===== config.mk =====
export PLATFORM = sky130hd
export DESIGN_NAME = bus_clk_divider
export DESIGN_NICKNAME = d
export VERILOG_FILES = /design/src/rtl/bus_clk_divider.sv
export SDC_FILE = /design/constraint.sdc
export NUM_CORES = 1
export LEC_CHECK = 0
export BUFFER_PORTS_ARGS = -buffer_cell sky130_fd_sc_hd__buf_2
export CAP_MARGIN = 5
export CORE_ASPECT_RATIO = 1.2
export CORE_MARGIN = 5
export CORE_UTILIZATION = 28
export CTS_CLUSTER_DIAMETER = 60
export DETAILED_ROUTE_END_ITERATION = 8
export MAX_ROUTING_LAYER = met4
export PLACE_DENSITY = 0.78
export SLEW_MARGIN = 20
export SYNTH_ARGS = -nofsm -noshare
export SYNTH_HDL_FRONTEND = slang
export SYNTH_SLANG_ARGS = --single-unit

===== constraint.sdc =====
create_clock -name clk -period 1.35 [get_ports clk]
set_clock_uncertainty 0.15 [all_clocks]
set_input_delay 0 -clock clk [delete_from_list [all_inputs] [get_ports clk]]
set_output_delay 0 -clock clk [all_outputs]
set_load 0.005 [all_outputs]

===== src/rtl/bus_clk_divider.sv =====
module bus_clk_divider #(
  parameter int DATA_W = 32
) (
  input  logic              clk,
  input  logic              rst_n,
  input  logic              reg_we,
  input  logic [DATA_W-1:0] reg_wdata,
  output logic [DATA_W-1:0] reg_rdata,
  output logic              clk_div_o
);
  logic [1:0] cfg_code;
  logic [1:0] act_code;
  logic [1:0] cnt;
  logic [2:0] half;
  logic       term;

  always_comb begin
    case (act_code)
      2'd2:    half = 3'd2;
      2'd3:    half = 3'd4;
      default: half = 3'd1;
    endcase
  end

  assign term      = ({1'b0, cnt} == half - 3'd1);
  assign reg_rdata = {{(DATA_W-2){1'b0}}, cfg_code};

  always_ff @(posedge clk) begin
    if (!rst_n)      cfg_code <= 2'd0;
    else if (reg_we) cfg_code <= reg_wdata[1:0];
  end

  always_ff @(posedge clk) begin
    if (!rst_n) begin
      cnt       <= 2'd0;
      clk_div_o <= 1'b0;
      act_code  <= 2'd0;
    end else if (term) begin
      cnt       <= 2'd0;
      clk_div_o <= ~clk_div_o;
      if (!clk_div_o) act_code <= cfg_code;
    end else begin
      cnt <= cnt + 2'd1;
    end
  end

  assert_readback_R1: assert property (@(posedge clk) disable iff (!rst_n)
    $past(reg_we) && $past(rst_n) |-> reg_rdata[1:0] == $past(reg_wdata[1:0]));

  assert_switch_at_period_R6: assert property (@(posedge clk) disable iff (!rst_n)
    $past(rst_n) && act_code != $past(act_code) |-> $rose(clk_div_o));

  assert_cnt_bound_R5: assert property (@(posedge clk) disable iff (!rst_n)
    {1'b0, cnt} < half);

  assert_toggle_R3: assert property (@(posedge clk) disable iff (!rst_n)
    $past(rst_n) && clk_div_o != $past(clk_div_o) |-> $past(term));
endmodule


==> results.txt, run 1 <==
Net Sw Frac - 0.278
Gr ovfl total - 0
TritonCTS clock tree - built
First-pass GRT wire length - 1300 microns
Period utilization - 1.01
Largest net degree at the start of global routing - 10
DR iter-0 viols - 2
Clock share of power - 0.321
CP Buf/Inv Count - 0
Syn Std Cell Area - 544 sq um
Vias - 358
Min-Delay Path Class - flop to flop
Crit start category - flop
Pre-Repair DR Iteration Count - 3
CP top delay family - simple AND/OR/NAND/NOR gates
Post-synth EDFFs - 0
Port bufs - 7
Async set-reset flop share out of synthesis - 0
Worst setup margin - -0.0113 ns
Max-cap violations - 0
Vias in the first global route - 334
Worst hold margin - 0.324 ns
Cell Area, Placed - 513 sq um
Antenna violations before repair - 0
Critical path startpoint - clk_div_o
Switching pwr - 0.162 mW
RSZ-0062 raised after global routing - yes
Setup TNS - -0.0113 ns
Top_reg_cell synth - dfxtp_1
Req. time, crit path - 1.37 ns
Routed len/inst - 8.72 microns
P_leak - 0.314 nW
Dpl cells - 90
Clock sink count - 7
Area Overhead vs Synth - 9.43%
Die area - 2930 sq um
Effective utilization at floorplan - 0.294
Total clock buffers created by CTS - 3
Outcome - finished with violations
Total routed wirelength - 863 microns
Violated checks - setup timing
Seq pwr share - 0.411
Fmax - 735 MHz
Core area - 1850 sq um
CP arrival - 1.38 ns
Pint - 0.421 mW
Worst-path cell chain - or4_4, o21ai_4, mux2i_1
Maximum clock insertion buffer count - 2
Synth warn - 0
R2R Path Start - clk_div_o
Final core utilization - 0.322
Antenna-violating nets left - 0
H-tree Lvls - 1
Most frequent cells in the layout - conb_1 (30), buf_2 (7), dfxtp_1 (6)
Die Wd - 50.2 microns
Flops & latches, synth - 7
Ports - 68
HP Start - cfg_code[1]
Peak VDD IR - 0.000462 V
CP max stage delay - 0.54 ns
PwrDens - 979 nW/um^2
Clock transition at path regs - 0.05 ns
Root buf cell - clkbuf_4
N_diodes - 0
Routability cong. - 0.754
Max FO, Critical Path - 3
Final std cell area, no fill - 596 sq um
DRC Markers - 0
Crit path kind - flop to flop
Drt via density - 3.62
Core Rows - 17
Combinational share of power - 0.268
Unique masters post-synth - 19
Fillers - 205
Min cycle time layout - 1.36 ns
Final Hold Viols - 0
Commonest non-fill, non-tap cell in the layout - conb_1
Finished Layout Cells - 99
CP endpoint kind - flop
Pre-CTS setup slack - -0.0266 ns
GRT Util Overall - 0.0611
Die height - 58.3 microns
Final net count - 116
Final setup fails - 1
Clk_lat worst skew - 0.25 ns
Sequential cell area fraction in the yosys report - 0.257
Layout cell share with drive strength beyond 1 - 0.225
Max-slew violation count - 0
Total power - 0.583 mW
Syn_area_per_cell - 8.64 sq um
Post-Synthesis Cells - 63
Slowest cell on the critical path - or4_4
-- power by group through the flow --
stage                     sequential, mW  combinational, mW  clock [mW]
after floorplan                    0.246              0.160           0
after global placement             0.242              0.135           0
after detailed placement           0.243              0.142           0
after CTS                          0.239              0.154       0.197
after global routing               0.243              0.177       0.212
final                              0.240              0.156       0.187
-- cells by family (layout without fill, tap and decap cells) --
group	after synthesis	in the layout	synth area share
muxes	4	4	0.0736
AOI/OAI and AO/OA	4	4	0.0621
xor gates and xnor gates	1	1	0.0161
DFF	7	7	0.257
buffers and inverters	31	19	0.421
other	1	30	0.00689
and+or+nand+nor	15	15	0.163
-- layer usage --
metal / GRT usage / wire [microns]
met1: 0.0479 / 267
met2: 0.117 / 477
met3: 0.0152 / 117
met4: 0.0449 / 0
met5: - / 0
-- what timing repair did --
item,4_1_cts,5_1_grt
endpoints found under the setup margin,2,3
setup buffers,1,0
endpoints found under the hold margin,7,0
gates resized for setup,1,1
cloned,0,0
hold buffers,4,0
-- worst reg2reg max path: cells and delay by family (launching register included) --
kind	cells	cell delay, ns
and+or+nand+nor	1	0.54
DFF	1	0.31
muxes	1	0.19
AOI/OAI and AO/OA	1	0.10
-- cell usage after synthesis (2+ instances only) --
library cell | count | area, sq um
mux2i_1 | 4 | 40.0
nand2_1 | 5 | 18.8
dfxtp_1 | 7 | 140
buf_4 | 30 | 225
nand3b_1 | 2 | 15.0
nor2b_1 | 2 | 12.5
-- worst paths after layout --
kind                       to  slack (ns)  cells after the start
setup / recovery  act_code[1]       -0.01                      3
hold / removal    act_code[1]        0.32                      2
setup reg to reg  act_code[1]       -0.01                      3
hold reg to reg   act_code[1]        0.32                      2
-- flip-flops by register name, summed over array words and instances (netlist names) --
name	count
act_code	2
clk_div_o	1
cfg_code	2
cnt	2
-- layout make-up --
cell class / instances / area [sq um] / share of cell area
well taps: 19 / 23.8 / 0.0399
clock buffers: 4 / 26.3 / 0.0441
multi-input cells: 54 / 299 / 0.502
repair buffers: 15 / 105 / 0.176
flip-flops and latches: 7 / 141 / 0.237
(Power assumes the default switching activity.)
==> run 2: changes to the inputs <==
--- a/config.mk
+++ b/config.mk
@@ -14,6 +14,7 @@
 export DETAILED_ROUTE_END_ITERATION = 8
 export MAX_ROUTING_LAYER = met4
 export PLACE_DENSITY = 0.78
+export SKIP_CTS_REPAIR_TIMING = 1
 export SLEW_MARGIN = 20
 export SYNTH_ARGS = -nofsm -noshare
 export SYNTH_HDL_FRONTEND = slang
==> run 2 against run 1 <==
  * The flow still finishes with violations (setup timing)
  * Non-clock buffer count shrank 1
  * Hold slack did not move
  * Combinational power decreased by 3%
  * Final cell count is 1.0% lower
  * Sequential power hardly changed
  * Clock power about the same
  * Die area unchanged
  * Clock-buffer cell count unchanged
  * Largest cell class unchanged
  * Highest routed layer unchanged
==> results.txt, run 2 (synthesized netlist as in run 1, its figures left out) <==
Outcome - finished with violations
Violated checks - setup timing
WP depth - 3
Max Used Layer - met3
Commonest non-fill, non-tap cell in the layout - conb_1
Met3 wire len - 117 microns
R2R Path Start - act_code[1]
Crit start category - flop
PwrDens - 986 nW/um^2
Layout cell share with drive strength beyond 1 - 0.215
R2R depth - 3
GRT Util Overall - 0.0520
R2r setup slk - -0.02 ns
Critical path startpoint - act_code[1]
Most frequent cells in the layout - conb_1 (30), buf_2 (7), dfxtp_1 (6)
Req. time, crit path - 1.37 ns
CP Buf/Inv Count - 0
Area Overhead vs Synth - 8.05%
Core area - 1850 sq um
Drt via density - 3.60
Crit path kind - flop to flop
Final core utilization - 0.318
CP arrival - 1.39 ns
Routed len/inst - 8.61 microns
Worst setup margin - -0.0199 ns
Antenna-violating nets left - 0
Worst-path cell chain - or4_4, o21ai_4, mux2i_1
Root buf cell - clkbuf_4
Min-Delay Path Class - flop to flop
Combinational share of power - 0.263
Met2 Wirelength - 463 microns
Pint - 0.418 mW
Final std cell area, no fill - 588 sq um
Total power - 0.580 mW
Die height - 58.3 microns
Die Wd - 50.2 microns
Total routed wirelength - 844 microns
First-pass GRT wire length - 1120 microns
Effective utilization at floorplan - 0.294
Min cycle time layout - 1.37 ns
N_diodes - 0
Clock share of power - 0.322
Period utilization - 1.01
Antenna violations before repair - 0
Maximum clock insertion buffer count - 2
Total clock buffers created by CTS - 3
Ports - 68
Gr ovfl total - 0
Clock transition at path regs - 0.05 ns
Peak VDD IR - 0.000462 V
Pre-CTS setup slack - -0.0266 ns
Clk_lat worst skew - 0.25 ns
Core Rows - 17
CP max stage delay - 0.52 ns
Top flop regs - act_code: 2 flops, cfg_code: 2 flops, cnt: 2 flops
H-tree Lvls - 1
Fillers - 203
Met1 WL - 263 microns
Clock sink count - 7
Net Sw Frac - 0.278
Max-cap violations - 0
Cell Area, Placed - 513 sq um
RSZ-0062 raised after global routing - yes
Switching pwr - 0.161 mW
Routability cong. - 0.754
Vias in the first global route - 299
Final setup fails - 2
Final net count - 115
CP endpoint kind - flop
Pre-Repair DR Iteration Count - 3
Slowest cell on the critical path - or4_4
Critical path endpoint - act_code[1]
Seq pwr share - 0.415
TritonCTS clock tree - built
Max FO, Critical Path - 5
DRC Markers - 0
Die area - 2930 sq um
Final Hold Viols - 0
DR iter-0 viols - 3
Largest net degree at the start of global routing - 10
Port bufs - 7
R2r endpoint - act_code[1]
Vias - 353
P_leak - 0.308 nW
Max-slew violation count - 0
CP top delay family - simple AND/OR/NAND/NOR gates
Fmax - 730 MHz
-- run 2: metrics by stage --
step           setup TNS [ns]  hold WS, ns  std cells
2_1_floorplan               0       0.0195         92
3_3_place_gp                0        0.105         90
3_5_place_dp          -0.0454        0.118         90
4_1_cts               -0.0689       -0.146         94
5_1_grt                -0.125        0.361         98
6_report              -0.0255        0.324         98
-- run 2: metal layers --
| metal | global-route usage | vias up |
|---|---|---|
| li1 | - | 172 |
| met1 | 0.0448 | 157 |
| met2 | 0.0898 | 24 |
| met3 | 0.0152 | 0 |
| met4 | 0.0449 | 0 |
| met5 | - | - |
-- run 2: worst min-delay path by stage --
stage,depth (start not counted),slack (ns),start,end
floorplan,2,0.02,reg_wdata[0],cfg_code[0]
global placement,3,0.11,reg_wdata[0],cfg_code[0]
detailed placement,3,0.12,reg_wdata[1],cfg_code[1]
CTS,3,-0.15,reg_wdata[1],cfg_code[1]
global route,2,0.36,cfg_code[1],act_code[1]
finish,2,0.32,cfg_code[1],act_code[1]
-- run 2: power by group through the flow --
stage / registers [mW] / clock network (mW) / logic, mW
2_1_floorplan: 0.246 / 0 / 0.160
3_3_place_gp: 0.242 / 0 / 0.135
3_5_place_dp: 0.243 / 0 / 0.142
4_1_cts: 0.239 / 0.197 / 0.142
5_1_grt: 0.244 / 0.212 / 0.173
6_report: 0.240 / 0.187 / 0.152
-- run 2: area by class of cell --
cell class / instances / area, sq um / share of cell area
clock buffer: 4 / 26.3 / 0.0447
tap: 19 / 23.8 / 0.0404
timing repair buffer: 14 / 97.6 / 0.166
multi-input combinational: 54 / 299 / 0.509
sequential: 7 / 141 / 0.240
-- run 2: worst reg2reg max path: cells and delay by family, from the launching register on --
kind	cells	cell delay, ns
mux	1	0.19
simple gates	1	0.52
flops	1	0.33
compound gates	1	0.10
==> run 3: changes to the inputs <==
--- a/config.mk
+++ b/config.mk
@@ -7,7 +7,6 @@
 export LEC_CHECK = 0
 export BUFFER_PORTS_ARGS = -buffer_cell sky130_fd_sc_hd__buf_2
 export CAP_MARGIN = 5
-export CORE_ASPECT_RATIO = 1.2
 export CORE_MARGIN = 5
 export CORE_UTILIZATION = 28
 export CTS_CLUSTER_DIAMETER = 60
@@ -19,3 +18,4 @@
 export SYNTH_ARGS = -nofsm -noshare
 export SYNTH_HDL_FRONTEND = slang
 export SYNTH_SLANG_ARGS = --single-unit
+export TNS_END_PERCENT = 100
==> run 3 against run 2 <==
  * The flow still finishes with violations (setup timing)
  * Combinational power barely moved
  * Sequential power hardly changed
  * Register-to-register slack hardly changed
  * Critical path depth did not move
  * Non-clock buffer count increased by 1
  * Flip-flop and latch count stayed put
  * Clock-buffer cell count unchanged
  * Clock power is essentially flat
  * Maximum frequency increased by 0.21%
  * Largest cell class unchanged
  * Largest power group unchanged
==> results.txt, run 3 (synthesized netlist as in run 1, its figures left out) <==
Outcome - finished with violations
Violated checks - setup timing
Worst setup margin - -0.0170 ns
Final setup fails - 2
DR iter-0 viols - 1
Top flop regs - act_code: 2 flops, cfg_code: 2 flops, cnt: 2 flops
Period utilization - 1.01
Crit path kind - flop to flop
Most frequent cells in the layout - conb_1 (30), buf_2 (7), dfxtp_1 (6)
Core area - 1900 sq um
Final Hold Viols - 0
Pre-CTS setup slack - -0.0152 ns
Port bufs - 7
Max-slew violation count - 0
Ports - 68
R2R depth - 3
Effective utilization at floorplan - 0.286
Die area - 2930 sq um
Maximum clock insertion buffer count - 2
Antenna-violating nets left - 0
GRT Util Overall - 0.0562
Crit start category - flop
HPWL Detailed - 686 microns
Core Rows - 16
Clk_lat worst skew - 0.24 ns
PwrDens - 960 nW/um^2
H-tree Lvls - 1
N_diodes - 0
First-pass GRT wire length - 1100 microns
Finished Layout Cells - 107
Largest net degree at the start of global routing - 10
Fmax - 732 MHz
Root buf cell - clkbuf_4
Total clock buffers created by CTS - 3
Vias in the first global route - 272
WP depth - 3
CP Buf/Inv Count - 0
Clock transition at path regs - 0.05 ns
Routed len/inst - 8.23 microns
Worst-path cell chain - or4_4, o21ai_4, mux2i_1
DRC Markers - 0
Dpl cells - 98
Drt via density - 3.30
Gr ovfl total - 0
Max FO, Critical Path - 3
Hold depth - 2
Total routed wirelength - 881 microns
CP endpoint kind - flop
Antenna violations before repair - 0
Req. time, crit path - 1.37 ns
Commonest non-fill, non-tap cell in the layout - conb_1
CP max stage delay - 0.54 ns
Final net count - 116
Peak VDD IR - 0.000530 V
Max-cap violations - 0
Slowest cell on the critical path - or4_4
Layout cell share with drive strength beyond 1 - 0.225
TritonCTS clock tree - built
CP top delay family - simple AND/OR/NAND/NOR gates
Die Wd - 54.1 microns
Die height - 54.1 microns
Clock sink count - 7
P_leak - 0.314 nW
Vias - 353
Min cycle time layout - 1.37 ns
RSZ-0062 raised after global routing - yes
Area Overhead vs Synth - 11.3%
Min-Delay Path Class - flop to flop
Pre-Repair DR Iteration Count - 2
Routability cong. - 0.642
Fillers - 211
R2r setup slk - -0.02 ns
CP arrival - 1.39 ns
[run 3: cell types whose count changed in the layout (fill, tap and decap cells not counted)]
cell / before / now
buf_4: 3 / 4
[run 3: area by class of cell]
cell class / instances / area [sq um] / share of cell area
multi-input cells: 54 / 299 / 0.494
flip-flops and latches: 7 / 141 / 0.233
repair buffers: 15 / 105 / 0.174
well taps: 27 / 33.8 / 0.0558
clock buffers: 4 / 26.3 / 0.0434
[run 3: final timing paths]
kind | startpoint | endpoint
worst max register to register | clk_div_o | act_code[1]
worst min-delay path | cfg_code[1] | act_code[1]
worst min register to register | cfg_code[1] | act_code[1]
worst max-delay path | clk_div_o | act_code[1]
[run 3: per-layer routing]
| layer | track usage | wire length (microns) | vias to the layer above |
|---|---|---|---|
| met5 | - | 0 | - |
| met4 | 0.0498 | 4 | 0 |
| met3 | 0.0277 | 125 | 2 |
| met2 | 0.0746 | 420 | 24 |
| met1 | 0.0607 | 330 | 152 |
| li1 | - | - | 175 |
[run 3: where the power goes]
group | switching, mW | internal, mW
Clock | 0.0722 | 0.112
Sequential | 0.0158 | 0.226
Combinational | 0.0728 | 0.0824
Total | 0.161 | 0.421
[run 3: per-stage QoR]
step           area, sq um  hold WS [ns]  power (mW)  utilization  setup TNS (ns)
2_1_floorplan          661        0.0195       0.405            -               0
3_5_place_dp           523         0.117       0.384        0.275         -0.0293
6_report               606         0.326       0.581        0.318         -0.0261
5_1_grt                606         0.349       0.626        0.318          -0.115
4_1_cts                549        -0.140       0.574        0.289         -0.0552
3_3_place_gp           523         0.109       0.379        0.275               0
[run 3: tightest hold or removal path, cell delays in order, from the launching register on]
cell,delay (ns)
dfxtp_1,0.32
nand2_1,0.06
mux2i_1,0.06
